$ cat src/rtl/seeprom_pkg.sv
package seeprom_pkg;
   typedef enum logic [2:0] {
      ST_IDLE,
      ST_SEL,
      ST_ADR,
      ST_WR,
      ST_RD,
      ST_RDNAK
   } slv_state_e;

   localparam logic [3:0] DEV_CODE = 4'b1010;
endpackage

$ cat src/rtl/seeprom_bus_sampler.sv
module seeprom_bus_sampler #(
   parameter int SYNC_STAGES = 2
) (
   input  logic clk,
   input  logic rst_n,
   input  logic scl_in,
   input  logic sda_in,
   output logic scl_lvl,
   output logic sda_lvl,
   output logic scl_rise,
   output logic scl_fall,
   output logic start_det,
   output logic stop_det
);
   generate
      if (SYNC_STAGES < 2) begin : g_bad_stages
         $error("SYNC_STAGES must be at least 2");
      end
   endgenerate

   logic [SYNC_STAGES-1:0] scl_sh, sda_sh;
   logic                   scl_d, sda_d;

   always_ff @(posedge clk or negedge rst_n) begin
      if (!rst_n) begin
         scl_sh <= '1;
         sda_sh <= '1;
         scl_d  <= 1'b1;
         sda_d  <= 1'b1;
      end else begin
         scl_sh <= {scl_sh[SYNC_STAGES-2:0], scl_in};
         sda_sh <= {sda_sh[SYNC_STAGES-2:0], sda_in};
         scl_d  <= scl_sh[SYNC_STAGES-1];
         sda_d  <= sda_sh[SYNC_STAGES-1];
      end
   end

   assign scl_lvl   = scl_sh[SYNC_STAGES-1];
   assign sda_lvl   = sda_sh[SYNC_STAGES-1];
   assign scl_rise  = scl_lvl & ~scl_d;
   assign scl_fall  = ~scl_lvl & scl_d;
   // framing conditions: data edge while clock held high on both samples
   assign start_det = scl_lvl & scl_d & sda_d & ~sda_lvl;
   assign stop_det  = scl_lvl & scl_d & ~sda_d & sda_lvl;
endmodule

$ cat src/rtl/seeprom_sel_decode.sv
module seeprom_sel_decode #(
   parameter int ADDR_W = 11
) (
   input  logic [7:0]        sel_byte,
   output logic              hit,
   output logic              is_read,
   output logic [ADDR_W-9:0] hi_addr
);
   import seeprom_pkg::*;

   logic spare_ok;

   generate
      if (ADDR_W < 9 || ADDR_W > 11) begin : g_bad_width
         $error("ADDR_W must be 9, 10 or 11");
      end
      if (ADDR_W == 11) begin : g_all_addr
         assign spare_ok = 1'b1;
      end else begin : g_spare_zero
         // select bits above the array size must be zero to match
         assign spare_ok = (sel_byte[3:ADDR_W-7] == '0);
      end
   endgenerate

   assign hit     = (sel_byte[7:4] == DEV_CODE) && spare_ok;
   assign is_read = sel_byte[0];
   assign hi_addr = sel_byte[ADDR_W-8:1];
endmodule

$ cat src/rtl/seeprom_addr_ctr.sv
module seeprom_addr_ctr #(
   parameter int ADDR_W = 11,
   parameter int PAGE_W = 4
) (
   input  logic              clk,
   input  logic              rst_n,
   input  logic              set_hi,
   input  logic [ADDR_W-9:0] hi_val,
   input  logic              set_lo,
   input  logic [7:0]        lo_val,
   input  logic              step_page,
   input  logic              step_all,
   output logic [ADDR_W-1:0] addr
);
   generate
      if (PAGE_W < 1 || PAGE_W > 8) begin : g_bad_page
         $error("PAGE_W must be between 1 and 8");
      end
   endgenerate

   always_ff @(posedge clk or negedge rst_n) begin
      if (!rst_n) begin
         addr <= '0;
      end else if (set_hi) begin
         addr[ADDR_W-1:8] <= hi_val;
      end else if (set_lo) begin
         addr[7:0] <= lo_val;
      end else if (step_page) begin
         addr[PAGE_W-1:0] <= addr[PAGE_W-1:0] + 1'b1;
      end else if (step_all) begin
         addr <= addr + 1'b1;
      end
   end

   // a page step never disturbs the row bits
   assert_page_row_R6: assert property (@(posedge clk) disable iff (!rst_n)
      step_page && !set_hi && !set_lo |=> addr[ADDR_W-1:PAGE_W] == $past(addr[ADDR_W-1:PAGE_W]));
endmodule

$ cat src/rtl/seeprom_slave.sv
module seeprom_slave #(
   parameter int ADDR_W      = 11,
   parameter int PAGE_W      = 4,
   parameter int SYNC_STAGES = 2
) (
   input  logic              clk,
   input  logic              rst_n,
   input  logic              scl_in,
   input  logic              sda_in,
   output logic              sda_drive_low,
   input  logic              wr_lock,
   input  logic              prog_busy,
   output logic [ADDR_W-1:0] mem_addr,
   output logic              mem_wr_en,
   output logic [7:0]        mem_wr_data,
   output logic              mem_rd_req,
   input  logic [7:0]        mem_rd_data,
   output logic              prog_start
);
   import seeprom_pkg::*;

   localparam int HI_W = ADDR_W - 8;

   logic scl_lvl, sda_lvl, scl_rise, scl_fall, start_det, stop_det;
   logic sel_hit, sel_rd;
   logic [HI_W-1:0] sel_hi;

   slv_state_e state, nxt;
   logic [3:0] bit_cnt;
   logic       in_ack, wr_took, wrote_any, mack, rd_p1;
   logic [7:0] shreg, tx;
   logic       rx_state, byte_done, set_hi, set_lo, step_page, step_all, prog_slot;

   seeprom_bus_sampler #(.SYNC_STAGES(SYNC_STAGES)) u_sampler (
      .clk(clk), .rst_n(rst_n), .scl_in(scl_in), .sda_in(sda_in),
      .scl_lvl(scl_lvl), .sda_lvl(sda_lvl), .scl_rise(scl_rise), .scl_fall(scl_fall),
      .start_det(start_det), .stop_det(stop_det));

   seeprom_sel_decode #(.ADDR_W(ADDR_W)) u_sel (
      .sel_byte(shreg), .hit(sel_hit), .is_read(sel_rd), .hi_addr(sel_hi));

   assign rx_state  = (state == ST_SEL) || (state == ST_ADR) || (state == ST_WR);
   assign byte_done = scl_fall && !in_ack && rx_state && (bit_cnt == 4'd8);
   assign set_hi    = !prog_busy && byte_done && (state == ST_SEL) && sel_hit;
   assign set_lo    = !prog_busy && byte_done && (state == ST_ADR);
   assign step_page = !prog_busy && scl_fall && in_ack && (state == ST_WR) && wr_took;
   assign step_all  = !prog_busy && scl_fall && in_ack && (state == ST_RD) && mack;
   // the STOP clock is the first rise after the acknowledge: one bit shifted
   assign prog_slot = (state == ST_WR) && !in_ack && (bit_cnt == 4'd1) && wrote_any;

   seeprom_addr_ctr #(.ADDR_W(ADDR_W), .PAGE_W(PAGE_W)) u_addr (
      .clk(clk), .rst_n(rst_n), .set_hi(set_hi), .hi_val(sel_hi),
      .set_lo(set_lo), .lo_val(shreg), .step_page(step_page), .step_all(step_all),
      .addr(mem_addr));

   assign mem_wr_data = shreg;

   always_ff @(posedge clk or negedge rst_n) begin
      if (!rst_n) begin
         state <= ST_IDLE;  nxt <= ST_IDLE;
         bit_cnt <= '0;     in_ack <= 1'b0;   wr_took <= 1'b0;  wrote_any <= 1'b0;
         mack <= 1'b0;      rd_p1 <= 1'b0;    shreg <= '0;      tx <= '0;
         sda_drive_low <= 1'b0;
         mem_wr_en <= 1'b0; mem_rd_req <= 1'b0; prog_start <= 1'b0;
      end else begin
         mem_wr_en  <= 1'b0;
         mem_rd_req <= 1'b0;
         prog_start <= 1'b0;
         rd_p1      <= mem_rd_req;
         if (prog_busy) begin
            state <= ST_IDLE; sda_drive_low <= 1'b0; in_ack <= 1'b0;
            bit_cnt <= '0;    wrote_any <= 1'b0;     rd_p1 <= 1'b0;
         end else if (start_det) begin
            state <= ST_SEL;  sda_drive_low <= 1'b0; in_ack <= 1'b0;
            bit_cnt <= '0;    wrote_any <= 1'b0;     rd_p1 <= 1'b0;
         end else if (stop_det && state != ST_RD) begin
            prog_start <= prog_slot;
            state <= ST_IDLE; sda_drive_low <= 1'b0; in_ack <= 1'b0;
            bit_cnt <= '0;    wrote_any <= 1'b0;
         end else begin
            if (rd_p1 && state == ST_RD) begin
               tx            <= mem_rd_data;
               sda_drive_low <= ~mem_rd_data[7];
            end
            if (scl_rise) begin
               if (rx_state && !in_ack && bit_cnt != 4'd8) begin
                  shreg   <= {shreg[6:0], sda_lvl};
                  bit_cnt <= bit_cnt + 4'd1;
               end
               if (state == ST_RD && in_ack) mack <= ~sda_lvl;
            end
            if (scl_fall) begin
               if (in_ack) begin
                  sda_drive_low <= 1'b0;
                  in_ack        <= 1'b0;
                  bit_cnt       <= '0;
                  state         <= nxt;
                  if (state == ST_RD) begin
                     if (mack) mem_rd_req <= 1'b1;
                     else      state      <= ST_RDNAK;
                  end else if (nxt == ST_RD) begin
                     mem_rd_req <= 1'b1;
                  end
               end else if (byte_done) begin
                  in_ack <= 1'b1;
                  unique case (state)
                     ST_SEL: begin
                        if (sel_hit) begin
                           sda_drive_low <= 1'b1;
                           nxt <= sel_rd ? ST_RD : ST_ADR;
                        end else begin
                           in_ack <= 1'b0;
                           state  <= ST_IDLE;
                        end
                     end
                     ST_ADR: begin
                        sda_drive_low <= 1'b1;
                        nxt <= ST_WR;
                     end
                     default: begin
                        nxt     <= ST_WR;
                        wr_took <= !wr_lock;
                        if (!wr_lock) begin
                           sda_drive_low <= 1'b1;
                           mem_wr_en     <= 1'b1;
                           wrote_any     <= 1'b1;
                        end
                     end
                  endcase
               end else if (state == ST_RD) begin
                  if (bit_cnt == 4'd7) begin
                     sda_drive_low <= 1'b0;
                     in_ack        <= 1'b1;
                     nxt           <= ST_RD;
                  end else begin
                     tx            <= {tx[6:0], 1'b0};
                     sda_drive_low <= ~tx[6];
                     bit_cnt       <= bit_cnt + 4'd1;
                  end
               end
            end
         end
      end
   end

   // drive edges happen only in the low half of the bus clock
   assert_drive_scl_low_R13: assert property (@(posedge clk) disable iff (!rst_n)
      !$stable(sda_drive_low) && !$past(prog_busy) |-> !$past(scl_lvl));
   // busy silences the bus drive
   assert_busy_quiet_R10: assert property (@(posedge clk) disable iff (!rst_n)
      prog_busy |=> !sda_drive_low);
   // no write request follows a locked cycle
   assert_lock_no_write_R8: assert property (@(posedge clk) disable iff (!rst_n)
      mem_wr_en |-> !$past(wr_lock));
   // write requests are single-cycle pulses
   assert_wr_pulse_R6: assert property (@(posedge clk) disable iff (!rst_n)
      mem_wr_en |=> !mem_wr_en);
   // program start is a single-cycle pulse
   assert_prog_pulse_R7: assert property (@(posedge clk) disable iff (!rst_n)
      prog_start |=> !prog_start);
endmodule

$ cat config.mk
export PLATFORM = sky130hd
export DESIGN_NAME = seeprom_slave
export DESIGN_NICKNAME = d
export VERILOG_FILES = /design/src/rtl/seeprom_pkg.sv /design/src/rtl/seeprom_bus_sampler.sv /design/src/rtl/seeprom_sel_decode.sv /design/src/rtl/seeprom_addr_ctr.sv /design/src/rtl/seeprom_slave.sv
export SDC_FILE = /design/constraint.sdc
export NUM_CORES = 1
export LEC_CHECK = 0
export ABC_AREA = 1
export ABC_CLOCK_PERIOD_IN_PS = 1900
export BUFFER_PORTS_ARGS = -buffer_cell sky130_fd_sc_hd__buf_2
export CAP_MARGIN = 20
export CORE_AREA = 2 2 80 82
export CTS_CLUSTER_DIAMETER = 150
export DETAILED_ROUTE_END_ITERATION = 6
export DIE_AREA = 0 0 82 84
export HOLD_SLACK_MARGIN = 0.06
export PLACE_DENSITY = 0.82
export SYNTH_ARGS = -nofsm -noshare
export SYNTH_HDL_FRONTEND = slang
export SYNTH_SLANG_ARGS = --single-unit
$ cat constraint.sdc
create_clock -name clk -period 1.9 [get_ports clk]
set_clock_uncertainty 0.2 [all_clocks]
set_input_delay 0.38 -clock clk [delete_from_list [all_inputs] [get_ports clk]]
set_output_delay 0.38 -clock clk [all_outputs]
set_load 0.01 [all_outputs]
==> results.tsv <==
stage	metric	value	unit
setup_path	type of element capturing the critical path	flop	
final_layout	Antenna Diode Count	0	
synthesis	cell taking the most area after synthesis	dfrtp_1	
drt	average via count per standard cell	5.24	
global_route	via count of the first global-routing pass	2695	
global_route	first-pass GRT wire length	12.1	mm
power_and_ir_drop	internal power	1.49	mW
power_and_ir_drop	relative contribution of sequential cells to total power	0.572	
die	count of standard-cell rows	29	
clock_tree	buffer levels on the longest clock path	2	
power_and_ir_drop	switching power share of the total	0.236	
setup_path	Critical Setup Path Class	reg2reg	
synthesis	Mean Syn Cell Area	7.39	um2
sta	post-layout worst setup margin	0.0899	ns
die	total core area	6100	um2
global_route	overall overflow remaining after global route	0	
global_route	initial antenna violation count	0	
final_layout	final design instance area without fill	3680	um2
synthesis	post-synthesis sequential area ratio	0.412	
outcome	outcome	finished, final reports clean	
sta	final clock period utilization by the worst path	0.953	
sta	unrepaired setup endpoints after global routing	yes	
placement	half-perimeter wire length after detailed placement	5.31	mm
job	max cap viols	0	
drt	antenna-violating nets left	0	
placement	worst slack after detailed placement	-0.0486	ns
power_and_ir_drop	P_sw	459	uW
sta	number of hold-slack violations in the final timing report	0	
drt	number of detailed-route iterations in the first pass	5	
synthesis	Netlist Area Pre-Place	3120	um2
synthesis	biggest area contributors in the synthesized netlist	dfrtp_1 36%, nand2_1 15%, nand3_1 9.6%, inv_1 5.9%, dfstp_2 5.1%	
synthesis	number of distinct library cell variants in the gate-level netlist after synthesis	36	
synthesis	Synth Warn #	0	
die	width of the chip	82	um
setup_path	critical path peak fanout	10	
die	Boundary Pins	37	
setup_path	required time at the worst-slack endpoint	1.91	ns
hold_path	hold path cells	2	
setup_path	CP peak stage delay	0.41	ns
clock_tree	clock network latency to the later pin of the worst-skew pair	0.30	ns
clock_tree	clock tree from TritonCTS	yes	
final_layout	Layout fillers	547	
sta	fmax	552	MHz
clock_tree	clock sink count	51	
die	Die Y	84	um
final_layout	Final nets	496	
synthesis	number of synthesized register bits	51	
synthesis	predominant post-synthesis flop cell	dfrtp_1	
final_layout	area growth from synthesis to layout	18.1	%
placement	placed cell area	3430	um2
global_route	GRT Total Usage	0.223	
drt	sum of routed wire length over all layers	7.14	mm
power_and_ir_drop	proportion of power drawn by combinational gates	0.080	
clock_tree	number of buffers created by CTS	5	
clock_tree	CTS clock-pin slew for the worst setup and hold paths	0.10	ns
power_and_ir_drop	post-layout total power	1.95	mW
sta	worst rel slew slack	0.724	
drt	DR vias	2915	
die	overall die area	6890	um2
placement	placer's final routability congestion estimate	0.944	
sta	number of pins with negative max-slew slack in the final report	0	
drt	wire length per cell after detailed routing	12.8	um
drt	count of unresolved DRC violations after routing	0	
hold_path	Hold Path Class	in2reg	
setup_path	worst path cell trace	inv_2, ha_2, nand3_2, nor2_4, nand4_2, buf_6, nand2_4, inv_2, nand2_1, nand2_1	
sta	TNS Setup	0	ns
sta	Worst Tran Pin Value	0.413	ns
placement	quantity of I/O buffers inserted on ports	36	
clock_tree	root buffer selected by CTS	clkbuf_8	
setup_path	cell with the biggest individual delay on the critical path	dfrtp_1	
global_route	pin count of the biggest net entering global routing	21	
power_and_ir_drop	power density normalized to cell area	529	nW/um2
sta	shortest period the worst path allows	1.81	ns
die	Starting Density	0.511	
power_and_ir_drop	Pleak	1.88	nW
synthesis	post-synth net total	440	
synthesis	Post-synth EDFFs	0	
setup_path	depth of the worst register-to-register path	10	
clock_tree	H-tree depth	2	
final_layout	Core Util, Final	0.604	
synthesis	post-synthesis async set-or-reset flop share	1.00	
synthesis	fraction of post-synthesis cell area in the top cell type by area	0.361	
sta	final number of setup-violating endpoints	0	
setup_path	startpoint class of the critical path	flop	
synthesis	synthesized instance count	422	
power_and_ir_drop	Worst IR Drop VDD	0.327	mV
drt	number of violations reported at the end of detailed-routing iteration 0	228	
power_and_ir_drop	part of the power in the clock network	0.348	
final_layout	share of final-layout standard cells stronger than drive strength 1	0.255	
setup_path	arrival time at the worst endpoint	1.82	ns
power groups by stage:
stage	registers (mW)	clock network, mW	logic [mW]
2_1_floorplan	1.13	0	0.0792
3_3_place_gp	1.13	0	0.138
3_5_place_dp	1.13	0	0.141
4_1_cts	1.11	0.696	0.149
5_1_grt	1.12	0.745	0.174
6_report	1.11	0.677	0.155
cells in the final DEF (no fill, tap or decap), drive strengths merged:
cell type      n
ha             4
dfstp          6
o22ai          1
a21oi         10
o21ai         25
inv           57
nand4          5
buf           55
xor2           2
o211ai         1
nand3b         1
dlygate4sd3    3
nor2          42
a211oi         1
dfrtp         45
nor4           1
a21o           1
nand2        139
nor3           5
nand3         63
xnor2          3
clkbuf         8
o21bai         1
layout make-up:
type / count / area, um2 / area share
tap: 77 / 96.3 / 0.0262
clock buffer: 8 / 100 / 0.0272
inverter: 57 / 219 / 0.0594
timing repair buffer: 58 / 360 / 0.0978
sequential: 51 / 1280 / 0.349
multi-input combinational: 305 / 1620 / 0.441
worst max-delay path: cells and delay by family (launching register included):
| kind | cells | cell delay (ns) |
|---|---|---|
| fa+ha+maj | 1 | 0.18 |
| simple gates | 6 | 0.61 |
| buf+inv | 3 | 0.31 |
| flops | 1 | 0.41 |
registers in the layout, summed over array words and instances, names as in the netlist, 2 cells and up:
signal / flops
u_sampler.sda_sh: 2
tx: 7
u_addr.addr: 11
bit_cnt: 4
mem_wr_data: 8
nxt: 3
u_sampler.scl_sh: 2
state: 3
cells by family (layout without fill, tap and decap cells):
family,after synthesis,after routing,share of synthesized area
AO/OA/AOI/OAI,40,40,0.0775
adder cells (fa/ha/maj),4,4,0.0161
buffers and inverters,67,123,0.0963
AND/OR/NAND/NOR,255,256,0.384
flip-flops,51,51,0.412
XOR/XNOR,5,5,0.0140
synthesized netlist by cell type (2+ instances only):
master,n
nand3_2,3
inv_4,2
nor3_1,4
nor2_4,3
o21ai_1,7
o21ai_0,10
inv_1,49
xor2_1,2
nand4_1,4
nand2_2,6
a21oi_1,10
inv_2,6
dfrtp_1,45
buf_2,2
buf_6,4
o21ai_2,8
nor2_2,8
nand2_1,128
xnor2_1,3
nand3_1,60
nor2_1,29
dfstp_2,6
buf_4,3
nand2_4,5
ha_1,4
path summary, 6_finish.rpt:
kind | endpoint | from | slack (ns)
min reg2reg | u_sampler.sda_sh[1] | u_sampler.sda_sh[0] | 0.16
min | wr_took | wr_lock | 0.14
min in group asynchronous | tx[4] | rst_n | 0.33
max | u_addr.addr[5] | bit_cnt[1] | 0.09
max in group asynchronous | u_addr.addr[9] | rst_n | 0.59
max reg2reg | u_addr.addr[5] | bit_cnt[1] | 0.09
per-stage QoR:
stage,hold WS (ns),std cells
2_1_floorplan,-0.116,422
3_3_place_gp,0.136,541
3_5_place_dp,0.140,541
4_1_cts,0.106,555
5_1_grt,0.132,556
6_report,0.140,556
what timing repair did:
action                     in CTS  in global routing
gates resized for setup         4                 19
cloned                          1                  0
setup endpoints to repair      10                 37
pin swaps                       3                  2
hold endpoints to repair       14                  0
hold buffers                    3                  0
buffers inserted                2                  1
metal layers:
layer / share of wire / vias to the layer above / GRT usage
li1: - / 1460 / -
met1: 0.43 / 1345 / 0.298
met2: 0.50 / 98 / 0.370
met3: 0.053 / 12 / 0.0368
met4: 0.017 / 0 / 0.0636
met5: 0 / - / 0
(Power assumes the default switching activity.)
